`config.mk`:
```
export PLATFORM = sky130hd
export DESIGN_NAME = dpll_mode_ctrl
export DESIGN_NICKNAME = d
export VERILOG_FILES = /design/src/rtl/dpll_mode_pkg.sv /design/src/rtl/dpll_mode_fsm.sv /design/src/rtl/dpll_start_timer.sv /design/src/rtl/dpll_chg_irq.sv /design/src/rtl/dpll_mode_ctrl.sv
export SDC_FILE = /design/constraint.sdc
export NUM_CORES = 1
export LEC_CHECK = 0
export ABC_AREA = 1
export ABC_CLOCK_PERIOD_IN_PS = 1500
export BUFFER_PORTS_ARGS = -buffer_cell sky130_fd_sc_hd__buf_2
export CAP_MARGIN = 20
export CORE_MARGIN = 4
export CORE_UTILIZATION = 44
export DETAILED_ROUTE_END_ITERATION = 7
export GPL_ROUTABILITY_DRIVEN = 1
export PLACE_DENSITY = 0.78
export SYNTH_ARGS = -nofsm -noshare
export SYNTH_HDL_FRONTEND = slang
export SYNTH_SLANG_ARGS = --single-unit
```
`constraint.sdc`:
```
create_clock -name clk -period 1.5 [get_ports clk]
set_clock_uncertainty 0.05 [all_clocks]
set_input_delay 0 -clock clk [delete_from_list [all_inputs] [get_ports clk]]
set_output_delay 0 -clock clk [all_outputs]
set_load 0.05 [all_outputs]
```
`src/rtl/dpll_mode_pkg.sv`:
```
package dpll_mode_pkg;
  typedef enum logic [4:0] {
    M_FREE = 5'b00001,
    M_HOLD = 5'b00010,
    M_LOCK = 5'b00100,
    M_PRE2 = 5'b00101,
    M_PRE  = 5'b00110,
    M_LOST = 5'b00111,
    M_DCO  = 5'b01000
  } mode_t;

  typedef enum logic [1:0] {
    ST_START = 2'b00,
    ST_ACQ   = 2'b01,
    ST_LOCK  = 2'b10
  } stage_t;

  localparam logic [4:0] CTRL_AUTO = 5'b00000;
endpackage

```
`src/rtl/dpll_mode_fsm.sv`:
```
module dpll_mode_fsm
  import dpll_mode_pkg::*;
(
  input  logic       clk,
  input  logic       rst_n,
  input  logic       ref_sel,
  input  logic       ref_qual,
  input  logic       any_qual,
  input  logic       ref_switch,
  input  logic       lock_ind,
  input  logic [4:0] mode_ctrl,
  output mode_t      mode_q,
  output logic       changed,
  output logic       enter_pre
);
  mode_t auto_nxt, nxt;
  logic  ref_lost;

  assign ref_lost = !ref_qual && !any_qual;

  always_comb begin
    auto_nxt = mode_q;
    unique case (mode_q)
      M_FREE, M_DCO: if (ref_sel) auto_nxt = M_PRE;
      M_PRE, M_PRE2: begin
        if (ref_lost)      auto_nxt = M_HOLD;
        else if (lock_ind) auto_nxt = M_LOCK;
      end
      M_LOST: begin
        if (ref_lost)        auto_nxt = M_HOLD;
        else if (ref_switch) auto_nxt = M_PRE2;
        else if (lock_ind)   auto_nxt = M_LOCK;
      end
      M_LOCK: begin
        if (ref_switch)     auto_nxt = M_PRE2;
        else if (!lock_ind) auto_nxt = M_LOST;
      end
      M_HOLD: if (ref_switch || (ref_sel && ref_qual)) auto_nxt = M_PRE2;
      default: auto_nxt = M_FREE;
    endcase
  end

  always_comb begin
    case (mode_ctrl)
      CTRL_AUTO: nxt = auto_nxt;
      5'b00001, 5'b00010, 5'b00100, 5'b00101,
      5'b00110, 5'b00111, 5'b01000: nxt = mode_t'(mode_ctrl);
      default: nxt = mode_q;
    endcase
  end

  assign changed   = (nxt != mode_q);
  assign enter_pre = changed && (nxt == M_PRE || nxt == M_PRE2);

  always_ff @(posedge clk) begin
    if (!rst_n) mode_q <= M_FREE;
    else        mode_q <= nxt;
  end
endmodule

```
`src/rtl/dpll_start_timer.sv`:
```
module dpll_start_timer
  import dpll_mode_pkg::*;
#(
  parameter int START_SECS = 2
) (
  input  logic  clk,
  input  logic  rst_n,
  input  mode_t mode_q,
  input  logic  enter_pre,
  input  logic  sec_tick,
  output logic  in_window
);
  localparam int CW = $clog2(START_SECS + 1);
  localparam logic [CW-1:0] LIMIT = CW'(START_SECS);

  logic [CW-1:0] secs_q;
  logic          pre_mode;

  assign pre_mode  = (mode_q == M_PRE) || (mode_q == M_PRE2);
  assign in_window = pre_mode && (secs_q < LIMIT);

  always_ff @(posedge clk) begin
    if (!rst_n)                             secs_q <= '0;
    else if (enter_pre)                     secs_q <= '0;
    else if (pre_mode && sec_tick && secs_q < LIMIT) secs_q <= secs_q + 1'b1;
  end
endmodule

```
`src/rtl/dpll_chg_irq.sv`:
```
module dpll_chg_irq (
  input  logic clk,
  input  logic rst_n,
  input  logic changed,
  input  logic chg_clr,
  input  logic irq_mask,
  output logic sticky_q,
  output logic irq
);
  always_ff @(posedge clk) begin
    if (!rst_n)       sticky_q <= 1'b0;
    else if (changed) sticky_q <= 1'b1;
    else if (chg_clr) sticky_q <= 1'b0;
  end

  assign irq = sticky_q && irq_mask;
endmodule

```
`src/rtl/dpll_mode_ctrl.sv`:
```
module dpll_mode_ctrl
  import dpll_mode_pkg::*;
#(
  parameter int         START_SECS = 2,
  parameter logic [4:0] BW_START   = 5'd20,
  parameter logic [4:0] BW_ACQ     = 5'd12,
  parameter logic [4:0] BW_LOCK    = 5'd4,
  parameter logic [2:0] DAMP_START = 3'd5,
  parameter logic [2:0] DAMP_ACQ   = 3'd3,
  parameter logic [2:0] DAMP_LOCK  = 3'd1
) (
  input  logic       clk,
  input  logic       rst_n,
  input  logic       ref_sel,
  input  logic       ref_qual,
  input  logic       any_qual,
  input  logic       ref_switch,
  input  logic       lock_ind,
  input  logic       sec_tick,
  input  logic [4:0] mode_ctrl,
  input  logic       irq_mask,
  input  logic       chg_clr,
  output logic [4:0] mode_code,
  output logic       mode_chg,
  output logic       irq,
  output logic [1:0] loop_stage,
  output logic [4:0] bw_code,
  output logic [2:0] damp_code
);
  mode_t  mode_q;
  logic   changed, enter_pre, in_window;
  stage_t stage;

  dpll_mode_fsm u_fsm (
    .clk, .rst_n, .ref_sel, .ref_qual, .any_qual, .ref_switch, .lock_ind,
    .mode_ctrl, .mode_q, .changed, .enter_pre
  );

  dpll_start_timer #(.START_SECS(START_SECS)) u_timer (
    .clk, .rst_n, .mode_q, .enter_pre, .sec_tick, .in_window
  );

  dpll_chg_irq u_irq (
    .clk, .rst_n, .changed, .chg_clr, .irq_mask, .sticky_q(mode_chg), .irq
  );

  always_comb begin
    if (mode_q == M_LOCK) stage = ST_LOCK;
    else if (in_window)   stage = ST_START;
    else                  stage = ST_ACQ;
  end

  always_comb begin
    unique case (stage)
      ST_START: begin bw_code = BW_START; damp_code = DAMP_START; end
      ST_LOCK:  begin bw_code = BW_LOCK;  damp_code = DAMP_LOCK;  end
      default:  begin bw_code = BW_ACQ;   damp_code = DAMP_ACQ;   end
    endcase
  end

  assign mode_code  = mode_q;
  assign loop_stage = stage;
endmodule

```
Word level (Yosys, flattened, before mapping)
Cells that the tools add are included.
{"block": "word_totals", "reg_bits": 8, "inputBits": 15, "elab_cells": 59}
{"block": "op_classes", "addsub": 1, "n_lt_le_gt_ge": 1, "eq_ne": 18, "mux": 16, "n_bitwise": 1, "n_reduce_logical": 19}
{"operator": "== test 5 x 3 -> 1 bit, second input constant", "n": 10}
{"operator": "two-way mux 5 bit", "n": 8}
{"operator": "case mux 5 bit (5 select lines)", "n": 1}
{"operator": "case mux 5 bit (2 select lines)", "n": 2}
{"operator": "== test 5 x 1 -> 1 bit, second input constant", "n": 2}
{"operator": "== test 5 x 2 -> 1 bit, second input constant", "n": 2}
{"operator": "== test 5 x 4 -> 1 bit, second input constant", "n": 2}
{"operator": "logical AND 1 bit", "n": 7}
{"operator": "OR reduction 7 bit", "n": 1}
{"operator": "case mux 3 bit (2 select lines)", "n": 1}
{"operator": "OR reduction 2 bit", "n": 3}
{"operator": "logical NOT 5 bit", "n": 1}
{"operator": "!= test 5 bit", "n": 1}
{"operator": "logical OR 1 bit", "n": 3}
{"operator": "two-way mux 1 bit", "n": 3}
{"operator": "adder 2 x 1 -> 2 bit, second input constant", "n": 1}
{"operator": "== test 2 bit, second input constant", "n": 1}
{"operator": "logical NOT 1 bit", "n": 2}
{"operator": "logical NOT 2 bit", "n": 1}
{"operator": "less-than comparator 2 bit, second input constant", "n": 1}
{"operator": "two-way mux 2 bit", "n": 1}
{"operator": "nonzero test 2 bit", "n": 1}
{"operator": "NOT 1 bit", "n": 1}

Logic depth before layout (Yosys ltp)
Gate-level depths: netlist (run 1).
{"block": "logic_depth", "depth_word": 9, "mapped_depth": 17, "depth_no_buf": 17}

By module
Synthesis (run 1) repeated with hierarchy kept, for this count alone.
{"block": "hier_totals", "hier_cells": 185, "area_unflattened_um2": 970.9}
{"mod": "dpll_mode_fsm", "instances": 1, "cells_each": 135, "area_each_um2": 688.2}
{"mod": "dpll_start_timer", "instances": 1, "cells_each": 24, "area_each_um2": 136.4}
{"mod": "dpll_mode_ctrl", "instances": 1, "cells_each": 18, "area_each_um2": 95.1}
{"mod": "dpll_chg_irq", "instances": 1, "cells_each": 8, "area_each_um2": 51.3}

Least setup slack after synthesis (run 1)
No wires, ideal clock.
{"block": "synth_path", "kind": "flip-flop to output port", "start": "register u_fsm.mode_q[1]", "end": "output damp_code[1]", "arrival_ns": 2.962, "required_time_ns": 1.450, "setup_slack_ns": -1.512, "path_stages_with_launch": 6, "cell_sequence": "dfxtp_1 buf_6 nor2_2 nor4_2 nor2_1 buf_4"}
{"block": "synth_between", "elab_chain_len": 7}
{"element": "start, declared", "line_no": "dpll_mode_fsm.sv:12", "rtl": "output mode_t mode_q,"}
{"element": "start signal, assigned", "line_no": "dpll_mode_fsm.sv:57", "rtl": "else mode_q <= nxt;"}
{"element": "== test 5 x 3 -> 1 bit", "line_no": "dpll_start_timer.sv:19", "rtl": "assign pre_mode = (mode_q == M_PRE) || (mode_q == M_PRE2);"}
{"element": "logical OR 1 bit", "line_no": "dpll_start_timer.sv:19"}
{"element": "logical AND 1 bit", "line_no": "dpll_start_timer.sv:20", "rtl": "assign in_window = pre_mode && (secs_q < LIMIT);"}
{"element": "two-way mux 1 bit", "line_no": "dpll_mode_ctrl.sv:49", "rtl": "else if (in_window) stage = ST_START;"}
{"element": "two-way mux 2 bit (*)", "line_no": "dpll_mode_ctrl.sv:48", "rtl": "if (mode_q == M_LOCK) stage = ST_LOCK;"}
{"element": "== test 2 bit or logical NOT 2 bit (tied branches)", "line_no": "dpll_mode_ctrl.sv:54", "rtl": "unique case (stage)"}
{"element": "case mux 3 bit (2 select lines) (*)", "line_no": "dpll_mode_ctrl.sv:54"}
{"element": "end, declared", "line_no": "dpll_mode_ctrl.sv:28", "rtl": "output logic [2:0] damp_code"}
Every way passes the cells marked *; elsewhere a longest branch is shown, timed or not.

Final worst setup path (run 1)
{"block": "layout_path", "start": "register u_fsm.mode_q[4]", "end": "register u_timer.secs_q[1]"}
{"block": "layout_between", "elab_chain_len": 9}
{"element": "two-way mux 5 bit", "line_no": "dpll_mode_fsm.sv:27, dpll_mode_fsm.sv:32"}
{"element": "two-way mux 5 bit", "line_no": "dpll_mode_fsm.sv:31", "rtl": "else if (ref_switch) auto_nxt = M_PRE2;"}
{"element": "two-way mux 5 bit", "line_no": "dpll_mode_fsm.sv:30", "rtl": "if (ref_lost) auto_nxt = M_HOLD;"}
{"element": "case mux 5 bit (5 select lines)", "line_no": "dpll_mode_fsm.sv:23", "rtl": "unique case (mode_q)"}
{"element": "case mux 5 bit (2 select lines)", "line_no": "dpll_mode_fsm.sv:44", "rtl": "case (mode_ctrl)"}
{"element": "== test 5 x 3 -> 1 bit", "line_no": "dpll_mode_fsm.sv:53", "rtl": "assign enter_pre = changed && (nxt == M_PRE || nxt == M_PRE2);"}
{"element": "logical OR 1 bit", "line_no": "dpll_mode_fsm.sv:53"}
{"element": "logical AND 1 bit", "line_no": "dpll_mode_fsm.sv:53"}
{"element": "OR reduction 2 bit (no source line)"}
{"element": "end signal, assigned", "line_no": "dpll_start_timer.sv:25", "rtl": "else if (pre_mode && sec_tick && secs_q < LIMIT) secs_q <= secs_q + 1'b1;"}
{"element": "end, declared", "line_no": "dpll_start_timer.sv:16", "rtl": "logic [CW-1:0] secs_q;"}
Parallel ways exist; a longest one is shown, timed or not.
A chain may end at the register's enable or synchronous reset.

==> results.md, run 1 <==
* Final Max Slew Viols at 0
* Root Buffer Master: clkbuf_4
* Post-DP HPWL at 2130 µm
* Power, Total at 0.000968 W
* Count of final setup violators at 9
* Final setup margin at -0.269 ns
* HP Class: input pin to flip-flop
* Hold Fails Final Rpt at 0
* CP max FO at 5
* Starting DRT DRC Count at 40
* Number of placement rows at 16
* Global route total overflow at 0
* Clock-pin slew on the worst setup and hold paths at 0.05 ns
* Net Switching at 0.000440 W
* Total GRT Usage at 19.8%
* Power Internal at 0.000528 W
* CTS tree: yes
* Fillers at 156
* Die area at 2870 µm²
* Nets at 229
* Met3 usage in global routing at 3.88%
* Min cycle time layout at 1.77 ns
* Core area at 1960 µm²
* Period utilization at 118%
* Post-Syn Instances at 165
* Post-Layout Cell Count at 240
* Vias per cell at 5.04
* Residual DRC at 0
* Clock Tree Buf Depth at 2
* Yosys warning count at 0
* Inserted Clock Buffers at 3
* Mapped Area at 913 µm²
* H-tree depth at 1
* Placer Congestion at 0.994
* Combinational power share at 56.1%
* WL/cell at 12.3 µm
* FF+latch area at 179 µm²
* Inst Count DP at 228
* Unrepaired setup endpoints after global routing: yes
* # diodes at 0
* Die X at 53.6 µm
* CP startpoint kind: flip-flop
* # clock sinks at 8
* Failing checks: negative setup slack
* Seq/Total Area, Yosys at 17.5%
* Final ANT Viol Nets at 0
* # IOs at 32
* Port bufs at 27
* Share of power burned in registers at 25.8%
* Multi-input gate area at 728 µm²
* First-pass iteration count of the detailed router at 4
* Synth unique cells at 24
* Antenna violations before repair at 0
* Avg Cell Area, Syn at 5.54 µm²
* Leak pwr at 0.766 nW
* Maximum clock rate at 0.565 GHz
* Max VDD drop at 0.000585 V
* Met2 usage at 37.3%
* Crit end category: flip-flop
* Global-route wire length before repair at 4240 µm
* PD cells at 677 nW/µm²
* Crit path DAT at 1.86 ns
* Die Ht at 53.6 µm
* Starting Density at 46.6%
* Via count at 1210
* Status: complete, but fails checks
* Syn-to-layout area delta at 56.7%
* CP Class: flip-flop to flip-flop
* GR Layer Usage met1 at 23.2%
* Switching share of power at 45.5%
* Grt peak-use layer: met2
* Max-Cap Viols at 0
* CP required at 1.60 ns
* Worst skew pair latency at 0.25 ns
* Largest net degree at the start of global routing at 9
* Flops & latches, synth at 8
* Vias in the first global route at 1075
* Final wirelength at 2960 µm
* Layout cells sized above 1 at 46.0%
* Clk pwr share at 18.1%
## layer usage
metal	vias to the layer above	share of wire, %
li1	612	-
met1	539	39
met2	57	55
met3	2	5.4
met4	0	0.20
met5	-	0
## cells in the mapped netlist (all sizes together)
cell type | number | share of area (%)
or2 | 1 | 0.69
a21oi | 3 | 1.6
a21boi | 1 | 0.82
o21ai | 6 | 3.3
nor2 | 29 | 13
buf | 8 | 7.0
inv | 26 | 11
nor4 | 1 | 1.4
nand2 | 47 | 22
nand3b | 1 | 0.82
a31oi | 1 | 0.69
dfxtp | 8 | 18
nand4 | 4 | 2.7
nand3 | 24 | 15
nor3 | 2 | 1.6
conb | 2 | 0.82
xor2 | 1 | 0.96
## through the flow
step / util [%] / setup TNS, ns / instance area [µm²] / worst slack (ns) / hold slack [ns]
final: 73.0 / -1.40 / 1430 / -0.269 / 0.159
after global routing: 73.0 / -2.31 / 1430 / -0.417 / 0.226
after CTS: 67.7 / -1.41 / 1330 / -0.198 / 0.139
after detailed placement: 60.8 / -0.758 / 1190 / -0.259 / 0.182
after global placement: 60.8 / -0.571 / 1190 / -0.195 / 0.189
after floorplan: - / -2.28 / 976 / -0.454 / 0.0343
## cell type report
type / count / area share (%)
sequential: 8 / 12.5
timing repair buffer: 50 / 25.4
multi-input combinational: 125 / 50.9
clock buffer: 4 / 1.84
inverter: 26 / 6.99
tap: 27 / 2.36
## flip-flops by register name, indices dropped and copies added (netlist names)
signal	flops
u_fsm.mode_q	5
u_irq.sticky_q	1
u_timer.secs_q	2
## worst max-delay path, stage by stage, from the launching register on
cell and delay, ns:
dfxtp_4 0.37, nor3_4 0.27, nand2_4 0.09, nand3_4 0.09, nand2_2 0.05, inv_2 0.06, nand2_2 0.07, nand2_2 0.08
nand2_2 0.07, nor2_2 0.11, nand2_1 0.06, nor2_1 0.09, nand2_1 0.07, nand2_2 0.07, nor2_1 0.04
## layout by cell type (no fill, tap or decap), types with 2 or more instances in the layout
cell type,instances
nand2_4,3
dfxtp_4,5
nor2_1,19
nand3_1,16
inv_2,6
nand3_2,6
nand4_1,4
clkbuf_4,3
o21ai_0,5
inv_1,19
nand2_2,11
buf_6,5
nand3_4,2
nor2_4,4
conb_1,4
nor2_2,6
nand2_1,33
buf_8,2
buf_4,19
dfxtp_1,3
a21oi_1,3
dlygate4sd3_1,3
buf_2,21
## power groups by stage
stage | Clock [W] | Combinational [W] | Sequential, W
5_1_grt | 0.000199 | 0.000584 | 0.000251
3_3_place_gp | 0 | 0.000425 | 0.000248
6_report | 0.000176 | 0.000543 | 0.000250
3_5_place_dp | 0 | 0.000433 | 0.000250
2_1_floorplan | 0 | 0.000297 | 0.000281
4_1_cts | 0.000185 | 0.000486 | 0.000245
## final timing paths
| check | start | end | slack [ns] | depth (start not counted) |
|---|---|---|---|---|
| max reg2reg | u_fsm.mode_q[4] | u_timer.secs_q[1] | -0.27 | 14 |
| max | u_fsm.mode_q[4] | u_timer.secs_q[1] | -0.27 | 14 |
| min reg2reg | u_timer.secs_q[0] | u_timer.secs_q[0] | 0.51 | 2 |
| min | mode_ctrl[0] | u_fsm.mode_q[0] | 0.16 | 5 |
## what timing repair did
item                                   4_1_cts  5_1_grt
endpoints found under the hold margin        4        0
setup endpoints to repair                    9       11
pin swaps                                    5       13
resized for setup                           15       26
buffers inserted                             4        2
hold buffers                                 3        0
## kinds of logic (layout without fill, tap and decap cells)
| group | Yosys count | after routing | share of synthesized area, % |
|---|---|---|---|
| xor gates and xnor gates | 1 | 1 | 0.959 |
| DFF | 8 | 8 | 17.5 |
| other | 2 | 4 | 0.822 |
| and+or+nand+nor | 109 | 109 | 56.6 |
| AOI/OAI and AO/OA | 11 | 11 | 6.44 |
| buffers and inverters | 34 | 80 | 17.7 |
Note: power is estimated with default switching activity, not from simulation.
==> run 2: changes to the inputs <==
Settings changed: GPL_TIMING_DRIVEN set to 0.
==> results.md, run 2 (same netlist as run 1, synthesis figures left out) <==
* Status: complete, but fails checks
* Failing checks: negative setup slack
* Max-Cap Viols at 0
* CP max FO at 8
* Switching share of power at 44.7%
* Die X at 53.6 µm
* Slowest cell on the critical path: dfxtp_4
* Clk pwr share at 18.8%
* Min cycle time layout at 1.70 ns
* Dpl cell area at 1140 µm²
* WL/cell at 11.2 µm
* Crit path DAT at 1.80 ns
* Count of final setup violators at 7
* Starting Density at 46.6%
* Unrepaired setup endpoints after global routing: yes
* Vias per cell at 4.84
* Combinational power share at 54.6%
* Critical Path Start: u_fsm.mode_q[0]
* Met2 usage at 37.3%
* Die area at 2870 µm²
* Met3 usage in global routing at 4.71%
* Most frequent cells in the layout: 33 x nand2_1, 22 x nor2_1, 22 x buf_2
* Inserted Clock Buffers at 3
* CP required at 1.60 ns
* Residual DRC at 0
* CP Class: flip-flop to flip-flop
* H-tree depth at 1
* Reg2Reg Depth at 14
* CP max stage delay at 0.38 ns
* Global route total overflow at 0
* Vias in the first global route at 1032
* Maximum clock rate at 0.588 GHz
* PD cells at 681 nW/µm²
* # IOs at 32
* Critical Path Stages at 14
* CP bufs+invs at 0
* CP Cell Sequence: nor2_4 > nor2_1 > nand3_1 > nand2_1 > nor2_1 > nand3_1 > nand2_2 > nand3_1 > nand2_1 > nor2_1 > nand2_1 > nand2_1 > nand2_2 > nor2_1
* Port bufs at 27
* Root Buffer Master: clkbuf_4
* Most flop-heavy register: u_fsm.mode_q
* Antenna violations before repair at 0
* Power Internal at 0.000515 W
* Via count at 1147
* First-pass iteration count of the detailed router at 4
* Commonest non-fill, non-tap cell in the layout: nand2_1
* Tightest hold margin at 0.0990 ns
* Starting DRT DRC Count at 16
* Post-DP HPWL at 1930 µm
* Min-delay src: mode_ctrl[2]
* Final wirelength at 2670 µm
* Syn-to-layout area delta at 49.9%
* Largest net degree at the start of global routing at 9
* CTS tree: yes
* Hold Fails Final Rpt at 0
* Share of power burned in registers at 26.6%
* Period utilization at 113%
* Worst r2r src: u_fsm.mode_q[0]
* Top Registers: u_fsm.mode_q (5), u_timer.secs_q (2), u_irq.sticky_q (1)
* Die Ht at 53.6 µm
* GR Layer Usage met1 at 22.4%
* Clock Tree Buf Depth at 2
* Number of placement rows at 16
* HP Class: input pin to flip-flop
* Worst skew pair latency at 0.26 ns
* # diodes at 0
* CP startpoint kind: flip-flop
* Total GRT Usage at 19.7%
* Leak pwr at 0.747 nW
* # clock sinks at 8
* Core area at 1960 µm²
* Worst hold path depth at 5
* Top delay family on crit path: simple AND/OR/NAND/NOR gates
* Max VDD drop at 0.000883 V
* Final Max Slew Viols at 0
* Final Instance Area at 1370 µm²
* Placer Congestion at 0.843
* Grt peak-use layer: met2
* Max reg flops at 5
* Global-route wire length before repair at 4220 µm
* Clock-pin slew on the worst setup and hold paths at 0.05 ns
* Nets at 226
* Final setup margin at -0.200 ns
* Setup TNS at -0.896 ns
* Final ANT Viol Nets at 0
* Crit end category: flip-flop
* Layout cells sized above 1 at 41.9%
* Net Switching at 0.000416 W
-- run 2: changes by cell type in the layout (fill, tap and decap cells not counted), sizes merged --
cell  change
buf       -3
-- run 2: per-stage QoR --
stage | worst slack [ns] | util (%) | instances | power (W)
6_report | -0.200 | 69.8 | 237 | 0.000932
5_1_grt | -0.341 | 69.8 | 237 | 0.00100
4_1_cts | -0.173 | 66.5 | 235 | 0.000907
3_5_place_dp | -0.257 | 58.4 | 221 | 0.000667
3_3_place_gp | -0.244 | 58.4 | 221 | 0.000659
2_1_floorplan | -0.454 | - | 167 | 0.000577
-- run 2: worst min-delay path: stages --
cell and delay (ns):
buf_2 0.10, nor2_2 0.05, nand2_2 0.08, nand2_2 0.06, nor2_1 0.08
-- run 2: timing repair --
item / in CTS / in global routing
resized for setup: 19 / 13
hold buffers: 3 / 0
endpoints found under the setup margin: 8 / 9
hold endpoints to repair: 4 / 0
pin swaps: 6 / 10
setup buffers: 8 / 2
-- run 2: layer usage --
| metal | wire [µm] | share of wire (%) |
|---|---|---|
| met2 | 1460 | 55 |
| met3 | 150 | 5.6 |
| met5 | 0 | 0 |
| met4 | 4 | 0.15 |
| met1 | 1050 | 39 |
-- run 2: power by group through the flow --
stage	registers, W	logic (W)	clock network (W)
floorplan	0.000281	0.000297	0
global placement	0.000245	0.000414	0
detailed placement	0.000246	0.000421	0
CTS	0.000245	0.000482	0.000180
global route	0.000250	0.000552	0.000198
finish	0.000248	0.000509	0.000175
-- run 2: final cells by class --
class	instances	area [µm²]
flip-flops and latches	8	179
repair buffers	40	283
inverters	26	103
plain buffers	7	52.6
clock buffers	4	26.3
well taps	27	33.8
fillers	179	593
multi-input cells	125	692
-- run 2: worst paths after layout --
kind	endpoint	slack, ns
hold / removal	u_fsm.mode_q[2]	0.1
hold reg to reg	u_timer.secs_q[1]	0.48
setup reg to reg	u_timer.secs_q[0]	-0.20
setup / recovery	u_timer.secs_q[0]	-0.20
